$ cat src/rtl/serial_rx_pkg.sv
package serial_rx_pkg;
    typedef enum logic [1:0] {
        ST_IDLE  = 2'd0,
        ST_START = 2'd1,
        ST_DATA  = 2'd2,
        ST_STOP  = 2'd3
    } rx_state_e;
endpackage

$ cat src/rtl/rxl_sync.sv
module rxl_sync #(
    parameter int STAGES = 2
) (
    input  logic clk,
    input  logic rst_n,
    input  logic async_in,
    output logic sync_out
);
    logic [STAGES-1:0] chain_d, chain_q;

    always_comb begin
        chain_d = {chain_q[STAGES-2:0], async_in};
    end

    always_ff @(posedge clk or negedge rst_n) begin
        if (!rst_n) chain_q <= '1;
        else        chain_q <= chain_d;
    end

    assign sync_out = chain_q[STAGES-1];
endmodule

$ cat src/rtl/rxl_tick.sv
module rxl_tick #(
    parameter int DIV_W = 16
) (
    input  logic             clk,
    input  logic             rst_n,
    input  logic             run,
    input  logic [DIV_W-1:0] div,
    output logic             tick
);
    typedef struct packed {
        logic [DIV_W-1:0] cnt;
        logic             tick;
    } tick_st_t;

    tick_st_t st_d, st_q;
    logic [DIV_W-1:0] limit;

    always_comb begin
        limit = (div == '0) ? '0 : div - 1'b1;
        st_d  = st_q;
        if (!run) begin
            st_d.cnt  = '0;
            st_d.tick = 1'b0;
        end else if (st_q.cnt >= limit) begin
            st_d.cnt  = '0;
            st_d.tick = 1'b1;
        end else begin
            st_d.cnt  = st_q.cnt + 1'b1;
            st_d.tick = 1'b0;
        end
    end

    always_ff @(posedge clk or negedge rst_n) begin
        if (!rst_n) st_q <= '0;
        else        st_q <= st_d;
    end

    assign tick = st_q.tick;

    // a tick is never followed by another within a divisor of two or more
    p_tick_spacing_r1: assert property (@(posedge clk) disable iff (!rst_n)
        (tick && run && $stable(div) && div > 1) |=> !tick);
endmodule

$ cat src/rtl/rxl_frame.sv
module rxl_frame
    import serial_rx_pkg::*;
#(
    parameter int OVS       = 16,
    parameter int DATA_BITS = 8
) (
    input  logic                 clk,
    input  logic                 rst_n,
    input  logic                 hold,
    input  logic                 tick,
    input  logic                 line,
    output logic                 done,
    output logic [DATA_BITS-1:0] data,
    output logic                 ferr
);
    localparam int CW   = $clog2(OVS);
    localparam int BW   = $clog2(DATA_BITS);
    localparam logic [CW-1:0] HALF_M1 = CW'(OVS/2 - 1);
    localparam logic [CW-1:0] FULL_M1 = CW'(OVS - 1);
    localparam logic [BW-1:0] LAST_B  = BW'(DATA_BITS - 1);

    typedef struct packed {
        rx_state_e            state;
        logic [CW-1:0]        tcnt;
        logic [BW-1:0]        bidx;
        logic [DATA_BITS-1:0] shreg;
        logic                 done;
        logic                 ferr;
        logic [DATA_BITS-1:0] data;
    } frame_st_t;

    localparam frame_st_t RESET_ST = '{state: ST_IDLE, default: '0};

    frame_st_t st_d, st_q;

    always_comb begin
        st_d      = st_q;
        st_d.done = 1'b0;
        if (hold) begin
            st_d = RESET_ST;
            st_d.data = st_q.data;
            st_d.ferr = st_q.ferr;
        end else if (tick) begin
            unique case (st_q.state)
                ST_IDLE: begin
                    if (!line) begin
                        st_d.state = ST_START;
                        st_d.tcnt  = '0;
                    end
                end
                ST_START: begin
                    if (st_q.tcnt == HALF_M1) begin
                        st_d.tcnt = '0;
                        st_d.bidx = '0;
                        st_d.state = line ? ST_IDLE : ST_DATA;
                    end else begin
                        st_d.tcnt = st_q.tcnt + 1'b1;
                    end
                end
                ST_DATA: begin
                    if (st_q.tcnt == FULL_M1) begin
                        st_d.tcnt  = '0;
                        st_d.shreg = {line, st_q.shreg[DATA_BITS-1:1]};
                        if (st_q.bidx == LAST_B) st_d.state = ST_STOP;
                        else                     st_d.bidx  = st_q.bidx + 1'b1;
                    end else begin
                        st_d.tcnt = st_q.tcnt + 1'b1;
                    end
                end
                ST_STOP: begin
                    if (st_q.tcnt == FULL_M1) begin
                        st_d.tcnt  = '0;
                        st_d.done  = 1'b1;
                        st_d.data  = st_q.shreg;
                        st_d.ferr  = ~line;
                        st_d.state = ST_IDLE;
                    end else begin
                        st_d.tcnt = st_q.tcnt + 1'b1;
                    end
                end
                default: st_d.state = ST_IDLE;
            endcase
        end
    end

    always_ff @(posedge clk or negedge rst_n) begin
        if (!rst_n) st_q <= RESET_ST;
        else        st_q <= st_d;
    end

    assign done = st_q.done;
    assign data = st_q.data;
    assign ferr = st_q.ferr;

    // holding forces the sampler idle with no completion
    p_hold_idle_r7: assert property (@(posedge clk) disable iff (!rst_n)
        hold |=> (st_q.state == ST_IDLE && !done));
    // completion is a single-cycle pulse
    p_done_pulse_r1: assert property (@(posedge clk) disable iff (!rst_n)
        done |=> !done);
endmodule

$ cat src/rtl/rxl_fifo.sv
module rxl_fifo #(
    parameter int DEPTH = 2,
    parameter int W     = 9
) (
    input  logic         clk,
    input  logic         rst_n,
    input  logic         push,
    input  logic [W-1:0] wdata,
    input  logic         pop,
    output logic [W-1:0] rdata,
    output logic         empty,
    output logic         full
);
    localparam int PW = (DEPTH > 1) ? $clog2(DEPTH) : 1;
    localparam int CW = $clog2(DEPTH + 1);
    localparam logic [PW-1:0] LAST = PW'(DEPTH - 1);
    localparam logic [CW-1:0] CAP  = CW'(DEPTH);

    typedef struct packed {
        logic [DEPTH-1:0][W-1:0] mem;
        logic [PW-1:0]           wp;
        logic [PW-1:0]           rp;
        logic [CW-1:0]           cnt;
    } fifo_st_t;

    fifo_st_t st_d, st_q;
    logic do_push, do_pop;

    always_comb begin
        st_d    = st_q;
        do_pop  = pop  && (st_q.cnt != '0);
        do_push = push && (st_q.cnt != CAP);
        if (do_push) begin
            st_d.mem[st_q.wp] = wdata;
            st_d.wp = (st_q.wp == LAST) ? '0 : st_q.wp + 1'b1;
        end
        if (do_pop) begin
            st_d.rp = (st_q.rp == LAST) ? '0 : st_q.rp + 1'b1;
        end
        case ({do_push, do_pop})
            2'b10:   st_d.cnt = st_q.cnt + 1'b1;
            2'b01:   st_d.cnt = st_q.cnt - 1'b1;
            default: st_d.cnt = st_q.cnt;
        endcase
    end

    always_ff @(posedge clk or negedge rst_n) begin
        if (!rst_n) st_q <= '0;
        else        st_q <= st_d;
    end

    assign rdata = st_q.mem[st_q.rp];
    assign empty = (st_q.cnt == '0);
    assign full  = (st_q.cnt == CAP);

    // a pop on an empty queue leaves its occupancy alone
    p_pop_empty_r6: assert property (@(posedge clk) disable iff (!rst_n)
        (pop && empty && !push) |=> empty);
    // a push into a full queue overwrites no stored byte
    p_full_keeps_r2: assert property (@(posedge clk) disable iff (!rst_n)
        (push && full && !pop) |=> ($stable(st_q.mem) && full));
endmodule

$ cat src/rtl/serial_rx_lockout.sv
module serial_rx_lockout #(
    parameter int DIV_W     = 16,
    parameter int OVS       = 16,
    parameter int DATA_BITS = 8,
    parameter int DEPTH     = 2
) (
    input  logic                 clk,
    input  logic                 rst_n,
    input  logic                 rx_enable,
    input  logic [DIV_W-1:0]     baud_div,
    input  logic                 serial_in,
    input  logic                 rd_strobe,
    output logic [DATA_BITS-1:0] rd_data,
    output logic                 data_avail,
    output logic                 overrun_flag,
    output logic                 frame_err
);
    localparam int EW = DATA_BITS + 1;

    typedef struct packed {
        logic ovr;
    } ctl_st_t;

    ctl_st_t st_d, st_q;

    logic                 line_s, tick, hold;
    logic                 fr_done, fr_ferr;
    logic [DATA_BITS-1:0] fr_data;
    logic [EW-1:0]        head;
    logic                 q_empty, q_full, q_push;

    rxl_sync #(.STAGES(2)) u_sync (
        .clk(clk), .rst_n(rst_n), .async_in(serial_in), .sync_out(line_s)
    );

    rxl_tick #(.DIV_W(DIV_W)) u_tick (
        .clk(clk), .rst_n(rst_n), .run(!hold), .div(baud_div), .tick(tick)
    );

    rxl_frame #(.OVS(OVS), .DATA_BITS(DATA_BITS)) u_frame (
        .clk(clk), .rst_n(rst_n), .hold(hold), .tick(tick), .line(line_s),
        .done(fr_done), .data(fr_data), .ferr(fr_ferr)
    );

    rxl_fifo #(.DEPTH(DEPTH), .W(EW)) u_fifo (
        .clk(clk), .rst_n(rst_n), .push(q_push), .wdata({fr_ferr, fr_data}),
        .pop(rd_strobe), .rdata(head), .empty(q_empty), .full(q_full)
    );

    always_comb begin
        hold   = !rx_enable || st_q.ovr;
        q_push = fr_done && rx_enable && !st_q.ovr;
        st_d   = st_q;
        if (!rx_enable)            st_d.ovr = 1'b0;
        else if (q_push && q_full) st_d.ovr = 1'b1;
    end

    always_ff @(posedge clk or negedge rst_n) begin
        if (!rst_n) st_q <= '0;
        else        st_q <= st_d;
    end

    assign rd_data      = head[DATA_BITS-1:0];
    assign data_avail   = !q_empty;
    assign frame_err    = !q_empty && head[DATA_BITS];
    assign overrun_flag = st_q.ovr;

    // a completion into a full queue raises the overrun flag
    p_ovr_set_r2: assert property (@(posedge clk) disable iff (!rst_n)
        (fr_done && q_full && rx_enable && !overrun_flag) |=> overrun_flag);
    // the lockout persists while enabled
    p_ovr_sticky_r3: assert property (@(posedge clk) disable iff (!rst_n)
        (overrun_flag && rx_enable) |=> overrun_flag);
    // no completion is produced while locked
    p_no_rx_locked_r3: assert property (@(posedge clk) disable iff (!rst_n)
        (overrun_flag && $past(overrun_flag)) |-> !fr_done);
    // disabling clears the lockout
    p_ovr_clear_r5: assert property (@(posedge clk) disable iff (!rst_n)
        !rx_enable |=> !overrun_flag);
    // disabling does not disturb the stored bytes
    p_keep_on_disable_r5: assert property (@(posedge clk) disable iff (!rst_n)
        (!rx_enable && !rd_strobe) |=> $stable(data_avail));
endmodule

$ cat config.mk
export PLATFORM = sky130hd
export DESIGN_NAME = serial_rx_lockout
export DESIGN_NICKNAME = d
export VERILOG_FILES = /design/src/rtl/serial_rx_pkg.sv /design/src/rtl/rxl_sync.sv /design/src/rtl/rxl_tick.sv /design/src/rtl/rxl_frame.sv /design/src/rtl/rxl_fifo.sv /design/src/rtl/serial_rx_lockout.sv
export SDC_FILE = /design/constraint.sdc
export NUM_CORES = 1
export LEC_CHECK = 0
export ABC_AREA = 1
export BUFFER_PORTS_ARGS = -buffer_cell sky130_fd_sc_hd__buf_2
export CAP_MARGIN = 0
export CORE_MARGIN = 3
export CORE_UTILIZATION = 51
export DETAILED_ROUTE_END_ITERATION = 8
export PLACE_DENSITY = 0.69
export SETUP_SLACK_MARGIN = 0.15
export SLEW_MARGIN = 20
export SYNTH_ARGS = -nofsm -noshare
export SYNTH_HDL_FRONTEND = slang
export SYNTH_SLANG_ARGS = --single-unit
$ cat constraint.sdc
create_clock -name clk -period 1.9 [get_ports clk]
set_input_delay 0.095 -clock clk [delete_from_list [all_inputs] [get_ports clk]]
set_output_delay 0.095 -clock clk [all_outputs]
set_load 0.02 [all_outputs]
* Word level (Yosys, flattened, before mapping)
Index checks and enable logic that the tools add are counted.
Storage, ports and cells: output and inout port bits 11, input bits 21, word-level logic and storage cells 103, register bits 69
Operators by class: bitwise logic cells 2, reduce and logical (&&, ||, !) cells 25, $add $sub $neg 8, eq/ne operators 17, magnitude comparators 4, multiplexer cells 31
Operator list (number):
- two-way mux 27 bit | 2
- two-way mux 17 bit | 2
- two-way mux 9 bit | 3
- case mux 6 bit (4 select lines) | 1
- two-way mux 10 bit | 2
- bitwise mux 18 bit | 1
- adder 16 x 1 -> 16 bit, second input constant | 1
- >= comparator 16 bit | 1
- zero test 16 bit | 1
- two-way mux 16 bit | 1
- subtractor 16 x 1 -> 16 bit, second input constant | 1
- != test 3 x 2 -> 1 bit, second input constant | 4
- two-way mux 11 bit | 1
- two-way mux 2 bit | 5
- nonzero test 2 bit | 5
- demux 9 bit (select 1 bit) | 1
- equality test 2 bit, second input constant | 4
- two-way mux 4 bit | 2
- two-way mux 8 bit | 1
- logical AND 1 bit | 7
- two-way mux 3 bit | 2
- two-way mux 6 bit | 1
- != test 3 bit, second input constant | 2
- case mux 3 bit (2 select lines) | 1
- other kinds (25) | 35

* Longest topological paths before layout
Gate-level depths: netlist of the first run.
word-level depth 6, gate-level depth with buffers 18, mapped depth without buffers 16

* By module
From an unflattened synthesis of the first run, not the netlist that was laid out.
Unflattened totals: cells, all modules 564, area, all modules 4416.7 um^2
By module, submodules not included:
- rxl_tick | cells each 253, instances 1, area each 1757.9 um^2
- rxl_frame | cells each 160, instances 1, area each 1400.1 um^2
- rxl_fifo | cells each 137, instances 1, area each 1132.3 um^2
- serial_rx_lockout | cells each 12, instances 1, area each 73.8 um^2
- rxl_sync | cells each 2, instances 1, area each 52.6 um^2

* Worst setup path before layout of the first run
No wires, ideal clock.
kind in2reg, from in baud_div[0], to reg u_tick.st_q[6] (netlist name), setup time 121 ps, path buffers 1, required time 1779 ps, path slack -34 ps, arrival time 1813 ps, cell stages on the path 16, cell sequence inv_1 > ha_1 > nand2_2 > nor2_4 > nand2_2 > inv_2 > nand2_1 > o21ai_1 > nand3_1 > ha_1 > nand4_1 > a21oi_1 > nor2_2 > nand3_4 > buf_6 > nor2_1
RTL lines:
- start, declared | line serial_rx_lockout.sv:10 | input logic [DIV_W-1:0] baud_div,
- end signal, assigned | line rxl_tick.sv:35 | else st_q <= st_d;
- end, declared | line rxl_tick.sv:15 | tick_st_t st_d, st_q;

==> impl_results.md, run 1 <==
* DR vias at 3501
* FMAX at 549 MHz
* Final Cycle Share at 95.8%
* CP cell instances: buf_2 > nor2_4 > nand3_2 > nor2_4 > nand2_4 > nor2_4 > nand2_1 > nand2_1 > nand3_2 > ha_4 > nand4_1 > nor2_2 > nand2_2 > nand3_4 > nor2_1
* Max clock buf depth at 2
* Main combinational cell family by area after synthesis: simple AND/OR/NAND/NOR gates
* Fin. Hold Viols at 0
* Run status: completed
* Initial antenna violation count at 0
* Register bit count reported by yosys at 69
* Chip height at 97.0 µm
* Worst min-delay path class: in2reg
* FF-to-FF End: u_tick.st_q[11]
* Die width at 97.0 µm
* Wire length per cell at 12.5 µm
* Peak VDD IR at 0.461 mV
* Sink Count at 69
* RSZ-0062 raised after global routing: true
* CP delay by family, top: simple AND/OR/NAND/NOR gates
* Reg power frac at 43.4%
* Layout cells sized above 1 at 31.5%
* Routed wire length at 8750 µm
* Syn Std Cell Area at 4220 µm²
* Commonest register cell after synthesis: dfrtp_1
* Tmin final at 1.82 ns
* GPL Wtd Cong at 0.804
* Die area at 9400 µm²
* Combinational share of power at 19.6%
* Switching pwr at 1.11 mW
* Starting density of the core at 53.5%
* Worst r2r src: u_tick.st_q[4]
* Clock Latency Late Sink at 0.34 ns
* Pwr/cell area at 698 nW/µm²
* Final instance area at 5280 µm²
* # diodes at 0
* Max transition margin at 67.1%
* CP endpoint: u_tick.st_q[14]
* Post-Synth Simple-Gate Area at 29.0%
* H-tree Lvls at 3
* Leading area contributor after synthesis: dfrtp_1
* DR DRC count at 0
* # setup viols final at 0
* Most frequent cell after synthesis: nand2_1
* Initial DRC Count at 171
* Final Max Tran Viols at 0
* Worst path buffer plus inverter count at 1
* Detailed placement HPWL at 6550 µm
* CTS tree: done
* Largest net degree at the start of global routing at 44
* Avg Inst Size Synth at 8.14 µm²
* Number of synthesized flops with an enable pin at 0
* Yosys warns at 0
* Max cap viols at 0
* Worst path slowest cell: ha_4
* Top cell by count, worst path: nor2_4
* # nets final at 636
* CP max stage delay at 0.29 ns
* Top post-synthesis cells by count: nand2_1 (131), inv_1 (69), dfrtp_1 (67), nor2_1 (42), o21ai_0 (36)
* Grt ovf at 0
* Synth top area share at 39.7%
* Area contributors post-synth: dfrtp_1 (40%), nand2_1 (12%), ha_1 (6.8%), inv_1 (6.1%), o21ai_0 (4.3%)
* R2R depth at 10
* Post-synth ARST share at 100%
* First-pass GRT wire length at 15100 µm
* Leakage power at 2.61 nW
* Root Driver: clkbuf_8
* Clock slew at reported path FFs at 0.08 ns
* Multiplexer share of the synthesized area at 0%
* Hold Slack at 0.0253 ns
* Core area at 7890 µm²
* Critical path type: in2reg
* Max FO, Critical Path at 8
* Pre-CTS setup slack at -0.406 ns
* Compound-gate portion of the synthesized area at 12.0%
* Post-route worst setup slack at 0.0790 ns
* Clock power share at 37.0%
* Pint at 2.57 mW
* DRT antenna net count at 0
* Port bufs at 31
* Sw Share at 30.2%
* Post-Synth XOR/XNOR Area at 2.91%
* I/O pin count at 32
* Vias in the first global route at 3344
* Slew @ Worst Pin at 0.489 ns
* Critical Path End Type: flop
* Synth Area in Adders at 6.82%
* Vias/cell at 5.01
* Worst clock skew at 0.0118 ns
* CTS buffer count at 9
* Worst EP required at 2.13 ns
* Synth Net Count at 562
* P&R area growth vs syn at 25.1%
* Row count at 32
* DR pass1 iterations at 4
* WP data arrival at 2.05 ns
* DP Area at 4830 µm²
* Worst setup path startpoint: baud_div[4]
* Total GRT Usage at 19.1%
* Synth Instances at 518
* Reg2Reg Setup Slack at 0.23 ns
* Cell count along the critical path at 15
* Seq/Total Area, Yosys at 41.0%
* Worst setup SP type: primary input
* Netlist cell types at 43
## cells by family after synthesis
| logic type | after synthesis |
|---|---|
| flip-flops | 69 |
| buffers and inverters | 82 |
| AO/OA/AOI/OAI | 86 |
| AND/OR/NAND/NOR | 244 |
| adder cells (fa/ha/maj) | 23 |
| XOR/XNOR | 14 |
## worst min path at each step
stage | start | to | slack (ns) | cells after the start
6_report | rx_enable | overrun_flag | 0.03 | 2
5_1_grt | rx_enable | overrun_flag | 0.008 | 2
4_1_cts | rx_enable | overrun_flag | 0.001 | 2
3_5_place_dp | rst_n | u_fifo.st_q[1] | -0.07 | 1
3_3_place_gp | rst_n | u_fifo.st_q[0] | -0.08 | 1
2_1_floorplan | rst_n | overrun_flag | -0.20 | 0
## stage by stage
stage,setup TNS [ns],utilization [%],instances,power [mW]
floorplan,0,-,518,2.05
global placement,-5.69,61.2,675,2.31
detailed placement,-6.39,61.2,675,2.33
CTS,0,65.4,698,3.71
global route,-1.14,66.9,699,3.86
finish,0,66.9,699,3.69
## power groups by stage
stage	sequential, mW	clock, mW	combinational (mW)
6_report	1.60	1.36	0.722
2_1_floorplan	1.58	0	0.464
4_1_cts	1.60	1.40	0.714
3_5_place_dp	1.63	0	0.701
3_3_place_gp	1.62	0	0.686
5_1_grt	1.61	1.45	0.796
## registers in the layout, indices dropped and copies added (netlist names)
name            count
u_tick.tick         1
u_frame.st_q       17
u_frame.ferr        1
overrun_flag        1
u_fifo.st_q        22
u_frame.done        1
u_frame.data        8
u_tick.st_q        16
u_sync.chain_q      2
## layout by cell type, fill, tap and decap left out, types with 16 or more instances in the layout
cell,n
nand3_1,17
o21ai_0,36
buf_2,30
dfrtp_1,65
ha_1,16
inv_1,64
nor2_1,23
nand2_1,129
buf_4,31
o21ai_1,16
## per-layer routing
layer	up-vias	wire length, µm	GRT usage, %
met1	1636	4330	27.6
met2	44	4080	29.7
met3	5	290	4.04
met5	-	0	0
li1	1816	-	-
met4	0	46	3.56
## worst reg2reg max path, delay by kind of cell (launching register included)
family | cells | cell delay [ns]
simple gates | 8 | 0.78
flops | 1 | 0.43
fa+ha+maj | 1 | 0.36
buf+inv | 1 | 0.04
## final cells by class
class / count / area (µm²)
tap: 102 / 128
sequential: 69 / 1730
fill: 676 / 2610
clock inverter: 6 / 95.1
clock buffer: 10 / 138
multi-input combinational: 368 / 2390
inverter: 75 / 303
timing repair buffer: 69 / 492
## repair_timing
item,4_1_cts,5_1_grt
endpoints found under the hold margin,68,0
hold buffers,2,0
setup endpoints to repair,17,18
setup buffers,4,1
pin swaps,15,25
gates cloned,1,0
resized for setup,10,29
(Power assumes the default switching activity.)
==> inputs of run 2 (changes only) <==
ABC_AREA = default   (was 1)
PLACE_DENSITY = 0.7   (was 0.69)
clock period = 2.3 ns   (was 1.9 ns; I/O delays follow)
==> run 2 against run 1 <==
Net effect:
- the run now ends with negative setup slack left
- worst hold slack better by 0.065 ns
- register-to-register slack better by 0.08 ns
- setup slack worse by 0.12 ns
- non-clock buffer count is 1 higher
- sequential share of layout area is 3.6 points higher
- total power is 33% lower
- clock power is 26% lower
- clock skew is 0.0029 ns lower
- largest power group unchanged
==> impl_results.md, run 2 <==
* WP data arrival at 2.60 ns (was 2.05 ns)
* Fill count at 610 (was 676)
* H-tree Lvls at 3 (unchanged)
* Vias in the first global route at 2858 (was 3344)
* Synth Net Count at 389 (was 562)
* Worst path slowest cell: or4_4 (was ha_4)
* Largest net degree at the start of global routing at 34 (was 44)
* Most frequent cells in the layout: dfrtp_1 (67), mux2_2 (35), buf_4 (33) (was nand2_1 (129), dfrtp_1 (65), inv_1 (64))
* Clock slew at reported path FFs at 0.08 ns (about the same)
* Synth Instances at 345 (was 518)
* Combinational share of power at 9.3% (was 19.6%)
* Wire length per cell at 15.1 µm (was 12.5 µm)
* Sw Share at 25.2% (was 30.2%)
* Clock Latency Late Sink at 0.35 ns (was 0.34 ns)
* Area contributors post-synth: dfrtp_1 (42%), mux2_2 (9.9%), ha_1 (7.3%), xnor2_1 (4.4%), nor3_2 (2.5%) (was dfrtp_1 (40%), nand2_1 (12%), ha_1 (6.8%), inv_1 (6.1%), o21ai_0 (4.3%))
* I/O pin count at 32 (unchanged)
* Vias/cell at 5.48 (was 5.01)
* Post-synth ARST share at 100% (unchanged)
* Worst EP required at 2.56 ns (was 2.13 ns)
* Final Max Tran Viols at 0 (unchanged)
* Most frequent cell after synthesis: dfrtp_1 (was nand2_1)
* Reg power frac at 50.0% (was 43.4%)
* Yosys warns at 0 (unchanged)
* Root Driver: clkbuf_8 (unchanged)
* Max cap viols at 0 (unchanged)
* Hold Slack at 0.0902 ns (was 0.0253 ns)
* Pre-CTS setup slack at -0.431 ns (was -0.406 ns)
* DR vias at 2862 (was 3501)
* Core area at 7410 µm² (was 7890 µm²)
* GPL Wtd Cong at 0.870 (was 0.804)
* Initial DRC Count at 54 (was 171)
* # setup viols final at 12 (was 0)
* Worst setup SP type: primary input (unchanged)
* Avg Inst Size Synth at 11.5 µm² (was 8.14 µm²)
* Final Cycle Share at 102%
* Critical path type: in2reg (unchanged)
* Slew @ Worst Pin at 0.599 ns (was 0.489 ns)
* Pint at 1.84 mW (was 2.57 mW)
* Top cell by count, worst path: buf_6 (was nor2_4)
* Switching pwr at 0.621 mW (was 1.11 mW)
* Sink Count at 69 (unchanged)
* Worst min-delay path class: in2reg (unchanged)
* Failing checks: negative setup slack
* Initial antenna violation count at 0 (unchanged)
* Critical Path End Type: flop (unchanged)
* Port bufs at 31 (unchanged)
* P&R area growth vs syn at 19.8% (was 25.1%)
* # nets final at 462 (was 636)
* Layout Cells excl Fill at 522 (was 699)
* Leakage power at 2.28 nW (was 2.61 nW)
* Leading area contributor after synthesis: dfrtp_1 (unchanged)
* Seq/Total Area, Yosys at 43.6% (was 41.0%)
* Starting density of the core at 53.5% (about the same)
* FMAX at 428 MHz
* Dpl cells at 502 (was 675)
* Pwr/cell area at 518 nW/µm² (was 698 nW/µm²)
* Total GRT Usage at 19.3% (was 19.1%)
* Number of synthesized flops with an enable pin at 0 (unchanged)
* Run status: complete, but fails checks (was completed)
* Synth top area share at 42.3% (was 39.7%)
* Peak VDD IR at 0.260 mV (was 0.461 mV)
* Post-route worst setup slack at -0.0377 ns (was 0.0790 ns)
* Fin. Hold Viols at 0 (unchanged)
* Die width at 94.2 µm (was 97.0 µm)
* Chip height at 94.2 µm (was 97.0 µm)
* CP max stage delay at 0.56 ns (was 0.29 ns)
* Clock power share at 40.7% (was 37.0%)
* Row count at 31 (was 32)
* Syn Std Cell Area at 3970 µm² (was 4220 µm²)
* Die area at 8870 µm² (was 9400 µm²)
* Register bit count reported by yosys at 69 (unchanged)
* Detailed placement HPWL at 5950 µm (was 6550 µm)
* Layout cells sized above 1 at 35.5% (was 31.5%)
* Largest Register: u_fifo.st_q (unchanged)
* First-pass GRT wire length at 13400 µm (was 15100 µm)
* CTS tree: done (unchanged)
* Netlist cell types at 59 (was 43)
* CP cell instances: buf_6 > or4_4 > nor3_4 > buf_4 > nand2_4 > mux2i_2 > ha_1 > o21a_1 > a221oi_4 > o211ai_2 > buf_6 > nor3_2 (was buf_2 > nor2_4 > nand3_2 > nor2_4 > nand2_4 > nor2_4 > nand2_1 > nand2_1 > nand3_2 > ha_4 > nand4_1 > nor2_2 > nand2_2 > nand3_4 > nor2_1)
* Max FO, Critical Path at 11 (was 8)
* Routed wire length at 7890 µm (was 8750 µm)
* Max clock buf depth at 2 (unchanged)
* Grt ovf at 0 (unchanged)
* Tmin final at 2.34 ns
* Worst clock skew at 0.00888 ns (was 0.0118 ns)
* Largest register FFs at 22 (unchanged)
* Most common cell after layout, fill and taps aside: dfrtp_1 (was nand2_1)
* Commonest register cell after synthesis: dfrtp_1 (unchanged)
* Max transition margin at 59.6% (was 67.1%)
* DR pass1 iterations at 4 (unchanged)
* Largest registers: u_fifo.st_q x22, u_frame.st_q x17, u_tick.st_q x16 (unchanged)
* Top post-synthesis cells by count: dfrtp_1 (67), mux2_2 (35), nand2_1 (24), ha_1 (23), xnor2_1 (20) (was nand2_1 (131), inv_1 (69), dfrtp_1 (67), nor2_1 (42), o21ai_0 (36))
* RSZ-0062 raised after global routing: true (unchanged)
* # diodes at 0 (unchanged)
* CTS buffer count at 9 (unchanged)
* DRT antenna net count at 0 (unchanged)
* DR DRC count at 0 (unchanged)
run 2: cell count changes after synthesis, sizes merged, moves of 17 or more:
cell   change
inv       -63
mux2      +35
nand2    -117
nand3     -17
nor2      -37
nor3      +20
o21ai     -56
xnor2     +17
run 2: power by group through the flow:
| stage | Sequential [mW] | Clock [mW] | Combinational (mW) |
|---|---|---|---|
| finish | 1.23 | 1.00 | 0.228 |
| global route | 1.23 | 1.09 | 0.253 |
| CTS | 1.23 | 1.02 | 0.228 |
| detailed placement | 1.25 | 0 | 0.223 |
| global placement | 1.25 | 0 | 0.218 |
| floorplan | 1.25 | 0 | 0.106 |
run 2: final cells by class:
class,instances,area (µm²),area share [%]
inverters,11,41.3,0.869
repair buffers,70,490,10.3
clock buffers,10,128,2.69
well taps,99,124,2.61
clock inverters,6,71.3,1.50
multi-input cells,257,2170,45.6
flip-flops and latches,69,1730,36.4
run 2: final timing paths:
kind	start	endpoint	slack [ns]	cells after the start
worst max-delay path	baud_div[11]	u_tick.st_q[9]	-0.04	12
worst min-delay path	rd_strobe	u_fifo.st_q[2]	0.09	3
worst max register to register	u_tick.st_q[1]	u_tick.st_q[7]	0.31	7
worst min register to register	u_sync.chain_q[0]	u_sync.chain_q[1]	0.36	0
max in group asynchronous	rst_n	u_fifo.st_q[9]	1.47	3
min in group asynchronous	rst_n	u_fifo.st_q[13]	0.21	2
run 2: worst max-delay path: cells and delay by family:
family / cells / cell delay [ns]
AND/OR/NAND/NOR: 4 / 0.92
AO/OA/AOI/OAI: 3 / 0.66
multiplexers: 1 / 0.20
adder cells (fa/ha/maj): 1 / 0.28
buffers and inverters: 3 / 0.42
run 2: logic make-up (layout without fill, tap and decap cells):
logic type                 Yosys count  count (layout)  synth area share [%]
and+or+nand+nor                    122             122                  19.3
DFF                                 69              69                  43.6
muxes                               41              41                  11.5
AOI/OAI and AO/OA                   40              40                  8.93
xor gates and xnor gates            31              31                  6.85
adders and majority gates           23              23                  7.26
buffers and inverters               19              97                  2.56
run 2: timing repair:
action	4_1_cts	5_1_grt
setup endpoints to repair	17	17
pin swaps	1	0
gates cloned	0	0
endpoints found under the hold margin	14	1
hold buffers	2	1
setup buffers	0	1
gates resized for setup	5	3
run 2: per-stage QoR:
stage               utilization [%]  instance area (µm²)  total power, mW  TNS (ns)
floorplan                         -                 3970             1.36     -1.83
global placement               60.4                 4470             1.47     -5.75
finish                         64.1                 4750             2.46    -0.225
CTS                            63.7                 4720             2.48    -0.131
detailed placement             60.4                 4470             1.48     -6.49
global route                   64.1                 4750             2.57     -1.95
run 2: per-layer routing:
| layer | global-route usage, % | part of all wire [%] | up-vias | wire length, µm |
|---|---|---|---|---|
| li1 | - | - | 1408 | - |
| met1 | 27.5 | 49 | 1407 | 3890 |
| met2 | 29.5 | 47 | 41 | 3670 |
| met3 | 4.09 | 3.3 | 6 | 261 |
| met4 | 5.42 | 0.76 | 0 | 60 |
| met5 | 0 | 0 | - | 0 |
==> inputs of run 3 (changes only) <==
PLACE_DENSITY = 0.69   (was 0.7)
SYNTH_HIERARCHICAL = 1   (was default)
==> run 3 against run 2 <==
Net effect:
- the flow still finishes with violations (negative setup slack)
- first-iteration DRC count increased by 110%
- count of clock-buffer cells in the layout decreased by 1
- clock skew about the same
- register-to-register slack improved by 0.08 ns
- die area increased by 4.0%
- wire length about the same
- non-clock buffer count increased by 1
- final cell count increased by 2.5%
- via count increased by 2.0%
- critical path type unchanged
- largest cell class unchanged
==> impl_results.md, run 3 <==
* DR DRC count at 0 (unchanged)
* DR pass1 iterations at 4 (unchanged)
* Worst setup SP type: primary input (unchanged)
* Initial DRC Count at 115 (was 54)
* WP data arrival at 2.57 ns (was 2.60 ns)
* Pwr/cell area at 573 nW/µm² (was 518 nW/µm²)
* Largest Register: u_fifo/st_q (was u_fifo.st_q)
* Register bit count reported by yosys at 69 (unchanged)
* Die area at 9220 µm² (was 8870 µm²)
* DRT antenna net count at 0 (unchanged)
* Synth Instances at 365 (was 345)
* Wire length per cell at 14.8 µm (was 15.1 µm)
* Peak VDD IR at 0.308 mV (was 0.260 mV)
* Tmin final at 2.30 ns (was 2.34 ns)
* Post-route worst setup slack at -0.000967 ns (was -0.0377 ns)
* GPL Wtd Cong at 0.853 (was 0.870)
* Vias in the first global route at 3040 (was 2858)
* Total GRT Usage at 19.2% (was 19.3%)
* Top post-synthesis cells by count: dfrtp_1 (67), mux2_2 (29), ha_1 (23), nand2_1 (22), nor2_1 (20) (was dfrtp_1 (67), mux2_2 (35), nand2_1 (24), ha_1 (23), xnor2_1 (20))
* Max transition margin at 53.4% (was 59.6%)
* Critical Path End Type: flop (unchanged)
* Avg Inst Size Synth at 11.3 µm² (was 11.5 µm²)
* Core area at 7810 µm² (was 7410 µm²)
* Final Cycle Share at 100% (was 102%)
* # diodes at 0 (unchanged)
* Max clock buf depth at 2 (unchanged)
* Pre-CTS setup slack at -0.492 ns (was -0.431 ns)
* Layout cells sized above 1 at 40.2% (was 35.5%)
* Area contributors post-synth: dfrtp_1 (41%), mux2_2 (7.9%), ha_1 (7.0%), xnor2_1 (4.0%), mux2_4 (2.9%) (was dfrtp_1 (42%), mux2_2 (9.9%), ha_1 (7.3%), xnor2_1 (4.4%), nor3_2 (2.5%))
* # setup viols final at 1 (was 12)
* Final Max Tran Viols at 0 (unchanged)
* Vias/cell at 5.46 (was 5.48)
* Yosys warns at 6 (was 0)
* Most common cell after layout, fill and taps aside: dfrtp_1 (unchanged)
* Pint at 2.08 mW (was 1.84 mW)
* Most frequent cells in the layout: dfrtp_1 (67), buf_4 (35), buf_2 (29), mux2_2 (29) (was dfrtp_1 (67), mux2_2 (35), buf_4 (33))
* Commonest register cell after synthesis: dfrtp_1 (unchanged)
* Sink Count at 69 (unchanged)
* Max FO, Critical Path at 5 (was 11)
* Most frequent cell after synthesis: dfrtp_1 (unchanged)
* Clock Latency Late Sink at 0.34 ns (was 0.35 ns)
* Chip height at 96.0 µm (was 94.2 µm)
* H-tree Lvls at 3 (unchanged)
* Combinational share of power at 13.7% (was 9.3%)
* Post-synth ARST share at 100% (unchanged)
* Number of synthesized flops with an enable pin at 0 (unchanged)
* Reg power frac at 46.4% (was 50.0%)
* Largest register FFs at 22 (unchanged)
* Clock power share at 39.9% (was 40.7%)
* Leading area contributor after synthesis: dfrtp_1 (unchanged)
* Worst EP required at 2.56 ns (about the same)
* Failing checks: negative setup slack (unchanged)
* Routed wire length at 7890 µm (about the same)
* Initial antenna violation count at 0 (unchanged)
* RSZ-0062 raised after global routing: true (unchanged)
* Row count at 32 (was 31)
* I/O pin count at 32 (unchanged)
* Clock slew at reported path FFs at 0.08 ns (about the same)
* Leakage power at 2.33 nW (was 2.28 nW)
* Synth Net Count at 409 (was 389)
* P&R area growth vs syn at 19.9% (was 19.8%)
* Critical path type: in2reg (unchanged)
* Netlist cell types at 63 (was 59)
* Largest registers: u_fifo/st_q x22, u_frame/st_q x17, u_tick/st_q x16 (was u_fifo.st_q x22, u_frame.st_q x17, u_tick.st_q x16)
* FMAX at 435 MHz (was 428 MHz)
* Port bufs at 31 (unchanged)
* Seq/Total Area, Yosys at 41.8% (was 43.6%)
* First-pass GRT wire length at 13800 µm (was 13400 µm)
* Root Driver: clkbuf_8 (unchanged)
* Slew @ Worst Pin at 0.699 ns (was 0.599 ns)
* Sw Share at 27.0% (was 25.2%)
* Die width at 96.0 µm (was 94.2 µm)
* Syn Std Cell Area at 4130 µm² (was 3970 µm²)
* Worst min-delay path class: in2reg (unchanged)
* Starting density of the core at 52.9% (was 53.5%)
* Grt ovf at 0 (unchanged)
* DR vias at 2920 (was 2862)
* # nets final at 472 (was 462)
* CTS tree: done (unchanged)
* Max cap viols at 0 (unchanged)
* Run status: complete, but fails checks (unchanged)
* Switching pwr at 0.766 mW (was 0.621 mW)
* Fin. Hold Viols at 0 (unchanged)
* Synth top area share at 40.6% (was 42.3%)
* CTS buffer count at 9 (unchanged)
* Detailed placement HPWL at 5820 µm (was 5950 µm)
* Worst clock skew at 0.00889 ns (was 0.00888 ns)
* Fin util at 63.5% (was 64.1%)
* Largest net degree at the start of global routing at 34 (unchanged)
==> run 3: path summary, 6_finish.rpt <==
check	startpoint	to	slack, ns	depth (start not counted)
min in group asynchronous	rst_n	u_fifo/st_q[15]	0.34	2
hold reg to reg	u_sync/chain_q[0]	u_sync/chain_q[1]	0.36	0
setup reg to reg	u_tick/st_q[14]	u_tick/st_q[16]	0.39	6
hold / removal	rx_enable	overrun_flag	0.05	2
setup / recovery	baud_div[2]	u_tick/st_q[16]	-0.001	12
max in group asynchronous	rst_n	u_sync/chain_q[1]	1.19	3
==> run 3: power by group through the flow <==
stage / clock network [mW] / registers, mW / logic (mW)
5_1_grt: 1.24 / 1.33 / 0.429
3_5_place_dp: 0 / 1.35 / 0.363
4_1_cts: 1.17 / 1.32 / 0.391
6_report: 1.13 / 1.32 / 0.390
2_1_floorplan: 0 / 1.30 / 0.260
3_3_place_gp: 0 / 1.34 / 0.350
==> run 3: cell families (layout without fill, tap and decap cells) <==
logic type | after synthesis | count (layout) | share of synthesized area (%)
flip-flops | 69 | 69 | 41.8
buffers and inverters | 35 | 103 | 5.27
adder cells (fa/ha/maj) | 23 | 23 | 6.96
AND/OR/NAND/NOR | 122 | 122 | 18.4
multiplexers | 46 | 46 | 13.0
AO/OA/AOI/OAI | 41 | 41 | 8.41
XOR/XNOR | 29 | 29 | 6.14
==> run 3: routing by layer <==
metal	GRT usage [%]	wire (µm)	up-vias
li1	-	-	1433
met1	24.5	3510	1434
met2	32.2	4060	41
met3	4.30	239	12
met4	6.28	81	0
met5	0	0	-
==> run 3: cell type report <==
class	instances	area, µm²
multi-input cells	261	2310
flip-flops and latches	69	1730
fillers	646	2850
repair buffers	71	497
well taps	102	128
clock inverters	7	105
inverters	16	60.1
clock buffers	9	124
==> run 3: repair_timing <==
action,in CTS,in global routing
endpoints found under the hold margin,32,0
hold buffers,2,0
pin swaps,11,5
setup endpoints to repair,17,17
setup buffers,4,0
gates resized for setup,26,4
==> run 3: critical path: stages <==
cell and delay (ns):
buf_8 0.10, nor4_4 0.26, buf_4 0.19, nand4_4 0.13, o31a_1 0.28, o21ai_2 0.11
ha_1 0.26, a211o_1 0.28, a221oi_2 0.30, o211ai_2 0.21, buf_4 0.19, a211oi_2 0.13
==> run 3: through the flow <==
| step | hold slack, ns | cell area, µm² | cells | power (mW) | setup TNS [ns] |
|---|---|---|---|---|---|
| floorplan | -0.181 | 4140 | 365 | 1.56 | -1.54 |
| global placement | 0.200 | 4530 | 513 | 1.69 | -6.75 |
| detailed placement | 0.201 | 4530 | 513 | 1.71 | -7.14 |
| CTS | 0.0349 | 4940 | 535 | 2.89 | 0 |
| global route | 0.0266 | 4960 | 535 | 3.00 | -2.58 |
| finish | 0.0533 | 4960 | 535 | 2.84 | -0.000967 |
